File: src/rtl/mvr_pkg.sv
package mvr_pkg;
    localparam int ADDR_W = 7;
    localparam int DATA_W = 8;
    localparam int OFF_W  = 5;
    localparam int WIN_N  = 1 << OFF_W;
    localparam int RES_N  = 11;
    localparam int LIM_N  = 19;

    typedef logic [ADDR_W-1:0] addr_t;
    typedef logic [DATA_W-1:0] byte_t;
    typedef logic [OFF_W-1:0]  off_t;

    typedef struct packed {
        logic hit;
        logic upper;
        logic live;
        off_t off;
    } dec_t;

    typedef enum logic [1:0] {
        PTR_HOLD = 2'd0,
        PTR_LOAD = 2'd1,
        PTR_STEP = 2'd2
    } ptr_op_e;

    // Bit OFF_W marks either window; the top bit separates upper from lower.
    function automatic dec_t decode(addr_t a, int live_n);
        dec_t d;
        d.off   = a[OFF_W-1:0];
        d.hit   = a[OFF_W];
        d.upper = a[ADDR_W-1] & a[OFF_W];
        d.live  = a[OFF_W] && (int'(a[OFF_W-1:0]) < live_n);
        return d;
    endfunction

    function automatic addr_t step_in_window(addr_t a);
        off_t nxt;
        nxt = a[OFF_W-1:0] + off_t'(1);
        return {a[ADDR_W-1:OFF_W], nxt};
    endfunction
endpackage

File: src/rtl/mvr_ptr.sv
module mvr_ptr
    import mvr_pkg::*;
#(
    parameter int LIVE_N = RES_N + LIM_N
) (
    input  logic  clk,
    input  logic  rst,
    input  logic  ld,
    input  addr_t ld_val,
    input  logic  access,
    input  logic  serial,
    output addr_t ptr
);
    dec_t    d;
    ptr_op_e op;

    always_comb begin
        d = decode(ptr, LIVE_N);
        if (ld)
            op = PTR_LOAD;
        else if (access && !serial && d.upper)
            op = PTR_STEP;
        else
            op = PTR_HOLD;
    end

    always_ff @(posedge clk) begin
        if (rst) begin
            ptr <= '0;
        end else begin
            case (op)
                PTR_LOAD: ptr <= ld_val;
                PTR_STEP: ptr <= step_in_window(ptr);
                default:  ptr <= ptr;
            endcase
        end
    end
endmodule

File: src/rtl/mvr_store.sv
module mvr_store
    import mvr_pkg::*;
#(
    parameter int N_RES  = RES_N,
    parameter int N_LIM  = LIM_N,
    parameter int IDX_W  = $clog2(N_RES + 1)
) (
    input  logic             clk,
    input  logic             rst,
    input  logic             host_we,
    input  off_t             host_off,
    input  byte_t            host_wdata,
    input  logic             res_we,
    input  logic [IDX_W-1:0] res_idx,
    input  byte_t            res_wdata,
    input  off_t             rd_off,
    output byte_t            rd_data
);
    localparam int LIVE_N = N_RES + N_LIM;

    byte_t view [WIN_N];

    for (genvar i = 0; i < WIN_N; i++) begin : g_cell
        if (i < N_RES) begin : g_res
            byte_t q;
            always_ff @(posedge clk) begin
                if (rst)
                    q <= '0;
                else if (host_we && host_off == off_t'(i))
                    q <= host_wdata;
                else if (res_we && res_idx == IDX_W'(i))
                    q <= res_wdata;
            end
            assign view[i] = q;
        end else if (i < LIVE_N) begin : g_lim
            byte_t q;
            always_ff @(posedge clk) begin
                if (rst)
                    q <= '0;
                else if (host_we && host_off == off_t'(i))
                    q <= host_wdata;
            end
            assign view[i] = q;
        end else begin : g_pad
            assign view[i] = '0;
        end
    end

    assign rd_data = view[rd_off];
endmodule

File: src/rtl/mirror_vram.sv
module mirror_vram
    import mvr_pkg::*;
(
    input  logic        clk,
    input  logic        rst,
    input  logic        host_ptr_we,
    input  logic [6:0]  host_ptr_wdata,
    input  logic        host_rd,
    input  logic        host_wr,
    input  logic [7:0]  host_wdata,
    input  logic        host_serial,
    output logic [7:0]  host_rdata,
    output logic [6:0]  host_ptr,
    input  logic        res_we,
    input  logic [3:0]  res_idx,
    input  logic [7:0]  res_wdata
);
    localparam int LIVE_N = RES_N + LIM_N;

    addr_t ptr_q;
    dec_t  d;
    byte_t cell_rd;
    logic  host_we_live;

    mvr_ptr #(.LIVE_N(LIVE_N)) u_ptr (
        .clk    (clk),
        .rst    (rst),
        .ld     (host_ptr_we),
        .ld_val (host_ptr_wdata),
        .access (host_rd | host_wr),
        .serial (host_serial),
        .ptr    (ptr_q)
    );

    always_comb begin
        d            = decode(ptr_q, LIVE_N);
        host_we_live = host_wr && d.live;
    end

    mvr_store #(.N_RES(RES_N), .N_LIM(LIM_N), .IDX_W(4)) u_store (
        .clk        (clk),
        .rst        (rst),
        .host_we    (host_we_live),
        .host_off   (d.off),
        .host_wdata (host_wdata),
        .res_we     (res_we),
        .res_idx    (res_idx),
        .res_wdata  (res_wdata),
        .rd_off     (d.off),
        .rd_data    (cell_rd)
    );

    assign host_rdata = d.hit ? cell_rd : '0;
    assign host_ptr   = ptr_q;
endmodule

File: config.mk
export PLATFORM = sky130hd
export DESIGN_NAME = mirror_vram
export DESIGN_NICKNAME = d
export VERILOG_FILES = /design/src/rtl/mvr_pkg.sv /design/src/rtl/mvr_ptr.sv /design/src/rtl/mvr_store.sv /design/src/rtl/mirror_vram.sv
export SDC_FILE = /design/constraint.sdc
export NUM_CORES = 1
export LEC_CHECK = 0
export BUFFER_PORTS_ARGS = -buffer_cell sky130_fd_sc_hd__buf_4
export CAP_MARGIN = 0
export CORE_AREA = 8 8 173 175
export DETAILED_ROUTE_END_ITERATION = 8
export DIE_AREA = 0 0 181 183
export PLACE_DENSITY = 0.63
export REMOVE_ABC_BUFFERS = 1
export SLEW_MARGIN = 40
export SYNTH_ARGS = -nofsm -noshare
export SYNTH_HDL_FRONTEND = slang
export SYNTH_HIERARCHICAL = 1
export SYNTH_SLANG_ARGS = --single-unit
export TNS_END_PERCENT = 10
File: constraint.sdc
create_clock -name clk -period 2.05 [get_ports clk]
set_clock_uncertainty 0.15 [all_clocks]
set_input_delay 0.205 -clock clk [delete_from_list [all_inputs] [get_ports clk]]
set_output_delay 0.205 -clock clk [all_outputs]
set_load 0.005 [all_outputs]
======== After elaboration in Yosys (flattened, before gate mapping) ========
Index checks and enable logic that the tools add are counted.
storage, ports and cells
  flip-flop bits (word level) ............. 247
  logic and storage cells ................. 170
  output and inout bits ................... 15
  bits of input ports ..................... 34
operators by class
  add/sub/neg operators ................... 1
  equality and inequality tests ........... 41
  bitwise operators ....................... 4
  reductions and logical operators ........ 61
  magnitude comparators ................... 2
  mux-type cells .......................... 29
operator list
  operator               count
  $mux W8                25
  $eq A5 B5 Y1 const B   14
  $logic_and A1 B1 Y1    45
  $bmux W8 S5            1
  $eq A5 B4 Y1 const B   8
  $reduce_bool A2 Y1     12
  $eq A5 B3 Y1 const B   4
  $eq A4 B3 Y1 const B   4
  $pmux W7 S2            1
  $eq A4 B4 Y1 const B   3
  $eq A5 B2 Y1 const B   2
  $eq A4 B2 Y1 const B   2
  $ge A6 B6 Y1 const B   1
  $not A5 Y6             1
  $add A5 B1 Y5 const B  1
  $eq A5 B1 Y1 const B   1
  $logic_not A5 Y1       1
  $lt A5 B5 Y1 const B   1
  $eq A4 B1 Y1 const B   1
  $logic_not A4 Y1       1
  $mux W2                2
  $eq A2 B1 Y1 const B   1
  $eq A2 B2 Y1 const B   1
  $reduce_and A2 Y1      1
  4 further kinds        4

======== Depth between registers and ports, before layout ========
Gate-level depths: netlist (run 1).
  word-level depth ........................ 8
  depth in mapped cells ................... 9
  gate-level depth less buffers ........... 6

======== Modules after synthesis ========
The synthesis (run 1) kept the hierarchy.
by module, submodules not included
  module       cells an instance  times used  area an instance (um^2)  seq. area each (um^2)
  mvr_store    1240               1           11633.7                  4804.6
  mvr_ptr      37                 1           347.8                    140.1
  mirror_vram  11                 1           88.8                     0.0

======== Worst setup path before layout (run 1) ========
No wires, ideal clock.
  path kind ............................... flip-flop to output port
  start point ............................. reg u_ptr.ptr[0]
  end point ............................... out host_rdata[0]
  arrival time ............................ 1.933 ns
  stages on the path, launching flop included .. 8
  required time ........................... 1.695 ns
  path buffers ............................ 2
  path slack .............................. -0.238 ns
  cells stage by stage .................... dfxtp_1 buf_4 buf_4 mux4_2 a32oi_1 o211ai_1 o221a_2 and2_2
on the way
  cells in the longest elaborated chain, start to end .. 5
RTL lines
  item                                        RTL line           text
  start, declared                             mvr_ptr.sv:12      output addr_t ptr
  start signal, assigned                      mvr_ptr.sv:32      PTR_LOAD: ptr <= ld_val;
  start signal, assigned                      mvr_ptr.sv:33      PTR_STEP: ptr <= step_in_window(ptr);
  start signal, assigned                      mvr_ptr.sv:34      default: ptr <= ptr;
  $not A5 Y6 (implied by the code)            mvr_store.sv:49    assign rd_data = view[rd_off];
  $bmux W8 S5                                 mvr_store.sv:49
  $mux W8 (implied by the code) (2 in a row)  mvr_store.sv:49
  via cell_rd[0]                              mirror_vram.sv:22  byte_t cell_rd;
  $mux W8                                     mirror_vram.sv:53  assign host_rdata = d.hit ? cell_rd : '0;
  end, declared                               mirror_vram.sv:12  output logic [7:0] host_rdata,
The timed path passes the listed nets, and every way through them passes these cells. The select of a mux whose other input is x is not followed.

======== Worst setup path in the final report (run 1) ========
  start point ............................. reg u_ptr.ptr[1]
  end point ............................... out host_rdata[1]
Same word-level chain as after synthesis.

==> results of run 1 <==
-- cells in the mapped netlist, types with 22 or more instances --
| cell type | number |
|---|---|
| mux4_2 | 54 |
| nand2_1 | 134 |
| a211oi_1 | 41 |
| mux2i_1 | 170 |
| a21oi_1 | 40 |
| clkbuf_1 | 76 |
| a311oi_1 | 51 |
| nor2_1 | 219 |
| buf_2 | 37 |
| dfxtp_1 | 247 |
| o21ai_0 | 79 |
| nand3_1 | 22 |
-- layer usage --
layer,global-route usage [%],wire [um],vias up
met5,0,0,-
met1,30.71,16920,5074
met2,35.47,17080,388
met4,6.232,941,0
li1,-,-,4844
met3,2.731,2383,62
-- worst reg2reg max path, delay by kind of cell (launching register included) --
family                 cells  cell delay (ns)
AND/OR/NAND/NOR            3             0.54
flip-flops                 1             0.39
multiplexers               1             0.22
buffers and inverters      4             0.71
AO/OA/AOI/OAI              1             0.18
-- state kept, by name (all words and copies together) (netlist names) --
name and flops:
u_store/g_cell.g_res.q 88, u_store/g_cell.g_lim.q 152, u_ptr/ptr 7
-- how the worst min path moves through the flow --
stage / slack, ns / to / from / cells after the start
floorplan: 0.12 / u_store/g_cell[15].g_lim.q[0]$_SDFFE_PP0P_ / rst / 1
global placement: 0.29 / u_store/g_cell[16].g_lim.q[3]$_SDFFE_PP0P_ / u_store/g_cell[16].g_lim.q[3]$_SDFFE_PP0P_ / 2
detailed placement: 0.30 / u_store/g_cell[16].g_lim.q[3]$_SDFFE_PP0P_ / u_store/g_cell[16].g_lim.q[3]$_SDFFE_PP0P_ / 2
CTS: 0.003 / u_store/g_cell[0].g_res.q[0]$_SDFFE_PP0P_ / res_idx[3] / 5
global route: 0.02 / u_store/g_cell[14].g_lim.q[2]$_SDFFE_PP0P_ / rst / 3
finish: 0.02 / u_store/g_cell[14].g_lim.q[2]$_SDFFE_PP0P_ / rst / 3
-- repair_timing --
| item | CTS | global route |
|---|---|---|
| pin swaps | 23 | 44 |
| endpoints found under the hold margin | 130 | 0 |
| hold buffers | 27 | 0 |
| buffers inserted | 5 | 1 |
| setup endpoints to repair | 246 | 248 |
| cloned | 3 | 0 |
| resized for setup | 67 | 66 |
-- cells in the final DEF, fill, tap and decap left out, drive strengths merged, types with 4 or more instances in the layout --
cell,instances
dfxtp,247
nor2,219
buf,172
mux2i,170
nand2,135
o21ai,79
mux4,54
a311oi,51
a211oi,41
a21oi,40
clkbuf,35
dlygate4sd3,27
nand3,22
nor2b,10
clkinv,10
and2,8
o221ai,8
nand3b,7
nand2b,6
or3,6
mux2,6
inv,5
bufinv,4
a32oi,4
o211ai,4
o221a,4
nand4b,4
and3,4
-- metrics by stage --
stage                     hold WS (ns)  area [sq um]  setup slack (ns)  setup TNS [ns]  total power [mW]
after floorplan                 0.1241         11500            -2.250         -455.69             5.359
after global placement          0.2938         13430           -0.3091          -30.17             5.923
after detailed placement        0.3003         13430           -0.3549          -39.67             5.929
after CTS                     0.003084         14990           -0.8057          -22.00             11.09
after global routing           0.01903         15270           -0.8559          -45.55             11.42
final                          0.02109         15270           -0.7835          -27.87             11.06
-- power breakdown --
group          switching, mW  internal, mW
Sequential            0.0419          4.84
Combinational          0.628         0.466
Clock                   2.04          3.04
-- cell families (layout without fill, tap and decap cells) --
logic type | count (synthesis) | in the layout | share of synthesized area (%)
AOI/OAI and AO/OA | 240 | 240 | 13.32
adders and majority gates | 1 | 1 | 0.1036
DFF | 247 | 247 | 40.97
buffers and inverters | 133 | 255 | 4.903
and+or+nand+nor | 436 | 436 | 15.90
xor gates and xnor gates | 1 | 1 | 0.07257
muxes | 230 | 230 | 24.73
-- cell type report --
| class | instances | area share (%) |
|---|---|---|
| timing repair buffer | 200 | 13.33 |
| inverter | 5 | 0.1229 |
| sequential | 247 | 32.46 |
| clock buffer | 35 | 4.819 |
| clock inverter | 15 | 1.238 |
| multi-input combinational | 908 | 45.20 |
| tap | 346 | 2.836 |
==> impl_metrics.env, run 1 <==
export IMPL_status="finished with violations"
export IMPL_violations="setup timing"
export IMPL_h_tree_depth=1
export IMPL_worst_pin_slew_ns=0.6313
export IMPL_regArea_sq_mm=0.004955
export IMPL_synthDistinctLibCells=47
export IMPL_finalSetupViolCount=223
export IMPL_synth_warnings=6
export IMPL_synthTopCellsByArea="dfxtp_1, mux2i_1, mux4_2"
export IMPL_required_ns=1.69
export IMPL_ctsRootBufferMaster="clkbuf_16"
export IMPL_syn_area_per_cell_sq_um=9.371
export IMPL_end_kind="output pin"
export IMPL_multiInputGateArea_sq_mm=0.006900
export IMPL_cap_violations=0
export IMPL_period_share_pct=138.2
export IMPL_fp_dieW_um=181
export IMPL_cp_num_cells=8
export IMPL_numCtsBuffers=27
export IMPL_yosys_area_top_type="dfxtp_1"
export IMPL_cpMaxStageDelayCell="mux4_2"
export IMPL_rows=61
export IMPL_worst_path_buf_inv=3
export IMPL_rrSetupSlack_ns=-0.27
export IMPL_drtAntennaViolNets=0
export IMPL_finalWorstSetupSlack_ns=-0.7835
export IMPL_die_area_sq_mm=0.03312
export IMPL_grt_max_degree=90
export IMPL_diodes=0
export IMPL_layout_drive_gt1_share_pct=27.09
export IMPL_io_pins=49
export IMPL_maxSlewHeadroom_pct=57.76
export IMPL_final_cells=1756
export IMPL_dr_first_iter_drc_count=997
export IMPL_rr_endpoint="u_store/g_cell[21].g_lim.q[4]$_SDFFE_PP0P_"
export IMPL_endpoint="host_rdata[1]"
export IMPL_synth_top_area_share_pct=40.97
export IMPL_portBuffers=48
export IMPL_synthToLayoutAreaGrowth_pct=26.47
export IMPL_grt_antenna_before_repair=0
export IMPL_reg2regPathDepth=9
export IMPL_grt_total_usage_pct=22.00
export IMPL_synth_seq_cells=247
export IMPL_drc=0
export IMPL_clock_sinks=247
export IMPL_post_route_util_pct=55.87
export IMPL_vias=10368
export IMPL_core_area_sq_mm=0.02732
export IMPL_fillCellCount=2321
export IMPL_grt_overflow=0
export IMPL_hpwl_mm=24.31
export IMPL_start_kind="flop"
export IMPL_gp_congestion=0.8640
export IMPL_finalMaxSlewViolations=0
export IMPL_avgRoutedWirePerCell_um=21.26
export IMPL_min_path_type="input pin to flop"
export IMPL_initial_utilization_pct=44.18
export IMPL_criticalPathCategory="flop to output pin"
export IMPL_hold_viol=0
export IMPL_worst_ep_arrival_time_ns=2.48
export IMPL_max_freq_mhz=352.9
export IMPL_synth_edf_count=0
export IMPL_syn_inst=1288
export IMPL_yosysSeqAreaShare_pct=40.97
export IMPL_ys_flop_type="dfxtp_1"
export IMPL_first_pass_iters=5
export IMPL_min_period_ns=2.834
export IMPL_grt_setup_unrepaired="true"
export IMPL_drt_vias_per_instance=5.904
export IMPL_die_h_um=183
export IMPL_cp_top_family="multiplexers"
export IMPL_clock_latency_ns=0.54
export IMPL_slowest_delay_ns=0.54
export IMPL_leakagePower_nw=5.919
export IMPL_async_reset_ff_share_pct=0
export IMPL_clockBufferDepth=3
export IMPL_routed_wl_mm=37.33
export IMPL_path_clk_slew_ns=0.06
export IMPL_r2r_start="u_ptr/ptr[1]$_SDFFE_PP0P_"
export IMPL_cp_common_cell="buf_4"
export IMPL_syn_area_sq_mm=0.01207
export IMPL_nets=1424
export IMPL_worstPathMaxFanout=8
export IMPL_dp_cells=1670
export IMPL_cts_tree="built"
export IMPL_ir_worst_vdd_v=0.0005704
export IMPL_powerDensity_mw_per_mm2=724.4
export IMPL_critPathLaunch="u_ptr/ptr[1]$_SDFFE_PP0P_"
export IMPL_grt_pass1_wl_mm=58.69
export IMPL_grt_pass1_vias=9933
export IMPL_worstPathCellList="buf_12, mux4_2, mux2i_1, buf_4, o211ai_1, o221a_2, and2_4, buf_4"
Power figures use the tool's default switching activity.
==> run 2, diff against run 1 <==
--- a/config.mk
+++ b/config.mk
@@ -12,6 +12,7 @@
 export DIE_AREA = 0 0 181 183
 export PLACE_DENSITY = 0.63
 export REMOVE_ABC_BUFFERS = 1
+export SKIP_LAST_GASP = 1
 export SLEW_MARGIN = 40
 export SYNTH_ARGS = -nofsm -noshare
 export SYNTH_HDL_FRONTEND = slang
==> run 2 against run 1 <==
The run still ends with setup timing left. Sequential power about the same. Non-clock buffer count unchanged. Power down 0.34%. Count of clock-buffer cells in the layout unchanged. First-iteration DRC count up 3.3%. Global-route usage down 0.13 points. Maximum frequency up 0.31%. Register-to-register slack worse by 0.03 ns. Sequential share of layout area up 0.64 points. Highest routed layer unchanged. Via count down 0.65%. Wire length down 1.0%. Hold slack worse by 0.0019 ns.
==> impl_metrics.env, run 2 (synthesized netlist as in run 1, its figures left out) <==
export IMPL_status="finished with violations"
export IMPL_violations="setup timing"
export IMPL_max_freq_mhz=354.0
export IMPL_finalSetupViolCount=227
export IMPL_initial_utilization_pct=44.18
export IMPL_top_regs="u_store/g_cell.g_lim.q: 152 flops, u_store/g_cell.g_res.q: 88 flops, u_ptr/ptr: 7 flops"
export IMPL_min_path_type="input pin to flop"
export IMPL_dp_cells=1670
export IMPL_grt_overflow=0
export IMPL_numCtsBuffers=27
export IMPL_die_area_sq_mm=0.03312
export IMPL_gp_congestion=0.8640
export IMPL_finalWorstSetupSlack_ns=-0.7747
export IMPL_nets=1424
export IMPL_largest_reg_flops=152
export IMPL_fp_dieW_um=181
export IMPL_mostFrequentLayoutCell="dfxtp_1"
export IMPL_core_area_sq_mm=0.02732
export IMPL_grt_antenna_before_repair=0
export IMPL_drt_vias_per_instance=5.866
export IMPL_min_period_ns=2.825
export IMPL_clock_latency_ns=0.54
export IMPL_io_pins=49
export IMPL_period_share_pct=137.8
export IMPL_diodes=0
export IMPL_path_clk_slew_ns=0.06
export IMPL_grt_setup_unrepaired="true"
export IMPL_clockBufferDepth=3
export IMPL_routed_wl_mm=36.95
export IMPL_worstPathMaxFanout=8
export IMPL_powerDensity_mw_per_mm2=736.2
export IMPL_criticalPathCategory="flop to output pin"
export IMPL_worst_pin_slew_ns=0.6247
export IMPL_end_kind="output pin"
export IMPL_final_cell_mix="dfxtp_1, nor2_1, mux2i_1"
export IMPL_grt_pass1_vias=9820
export IMPL_hpwl_mm=24.31
export IMPL_clock_sinks=247
export IMPL_rows=61
export IMPL_start_kind="flop"
export IMPL_grt_pass1_wl_mm=58.35
export IMPL_drtAntennaViolNets=0
export IMPL_drc=0
export IMPL_hold_viol=0
export IMPL_cap_violations=0
export IMPL_portBuffers=48
export IMPL_worst_ep_arrival_time_ns=2.47
export IMPL_synthToLayoutAreaGrowth_pct=24.02
export IMPL_final_cells=1756
export IMPL_leakagePower_nw=5.871
export IMPL_first_pass_iters=6
export IMPL_multiInputGateArea_sq_mm=0.006658
export IMPL_avgRoutedWirePerCell_um=21.04
export IMPL_ir_worst_vdd_v=0.0005652
export IMPL_cts_tree="built"
export IMPL_maxSlewHeadroom_pct=58.20
export IMPL_largest_register="u_store/g_cell.g_lim.q"
export IMPL_dr_first_iter_drc_count=1030
export IMPL_h_tree_depth=1
export IMPL_die_h_um=183
export IMPL_vias=10301
export IMPL_required_ns=1.69
export IMPL_ctsRootBufferMaster="clkbuf_16"
export IMPL_fillCellCount=2356
export IMPL_grt_total_usage_pct=21.88
export IMPL_layout_drive_gt1_share_pct=23.12
export IMPL_tns_ns=-34.93
export IMPL_finalMaxSlewViolations=0
export IMPL_grt_max_degree=90
export IMPL_regArea_sq_mm=0.004955
[run 2: cell type report]
cell class	count	share of cell area [%]
sequential	247	33.10
inverter	5	0.1254
tap	346	2.892
timing repair buffer	200	13.23
clock inverter	15	1.262
multi-input combinational	908	44.47
clock buffer	35	4.915
[run 2: layer usage]
metal	part of all wire, %	track usage [%]	wire [um]	vias to the layer above
met5	0	0	0	-
met4	2.2	5.936	822	0
met3	6.8	2.988	2506	58
met2	46	35.08	16940	395
met1	45	30.62	16680	5016
li1	-	-	-	4832
[run 2: power by group]
part / switching [mW] / total [mW] / internal [mW]
Sequential: 0.0419 / 4.89 / 4.84
Clock: 2.03 / 5.07 / 3.04
Combinational: 0.608 / 1.07 / 0.458
[run 2: timing repair]
| item | in CTS | in global routing |
|---|---|---|
| cloned | 3 | 0 |
| hold buffers | 27 | 0 |
| setup endpoints to repair | 246 | 248 |
| hold endpoints to repair | 131 | 0 |
| gates resized for setup | 34 | 23 |
| buffers inserted | 5 | 1 |
| pin swaps | 13 | 12 |
[run 2: metrics by stage]
step	worst slack (ns)	instance area, sq um	total power [mW]	util, %	hold WS, ns
after floorplan	-2.250	11500	5.359	-	0.1241
after global placement	-0.3091	13430	5.923	49.13	0.2938
after detailed placement	-0.3549	13430	5.929	49.13	0.3003
after CTS	-0.8057	14880	11.08	54.45	0.003231
after global routing	-0.8555	14970	11.39	54.79	0.01889
final	-0.7747	14970	11.02	54.79	0.01921
[run 2: final timing paths]
path | startpoint | endpoint | slack [ns] | cells after the start
max | u_ptr/ptr[1]$_SDFFE_PP0P_ | host_rdata[3] | -0.77 | 8
max reg2reg | u_ptr/ptr[1]$_SDFFE_PP0P_ | u_store/g_cell[17].g_lim.q[4]$_SDFFE_PP0P_ | -0.30 | 9
min | rst | u_store/g_cell[14].g_lim.q[2]$_SDFFE_PP0P_ | 0.02 | 3
min reg2reg | u_store/g_cell[16].g_lim.q[6]$_SDFFE_PP0P_ | u_store/g_cell[16].g_lim.q[6]$_SDFFE_PP0P_ | 0.31 | 2
[run 2: critical path: stages, from the launching register on]
cell	delay [ns]
dfxtp_4	0.43
buf_12	0.16
mux4_2	0.52
mux2i_1	0.19
buf_4	0.15
o211ai_1	0.07
o221a_2	0.15
and2_4	0.16
buf_6	0.11
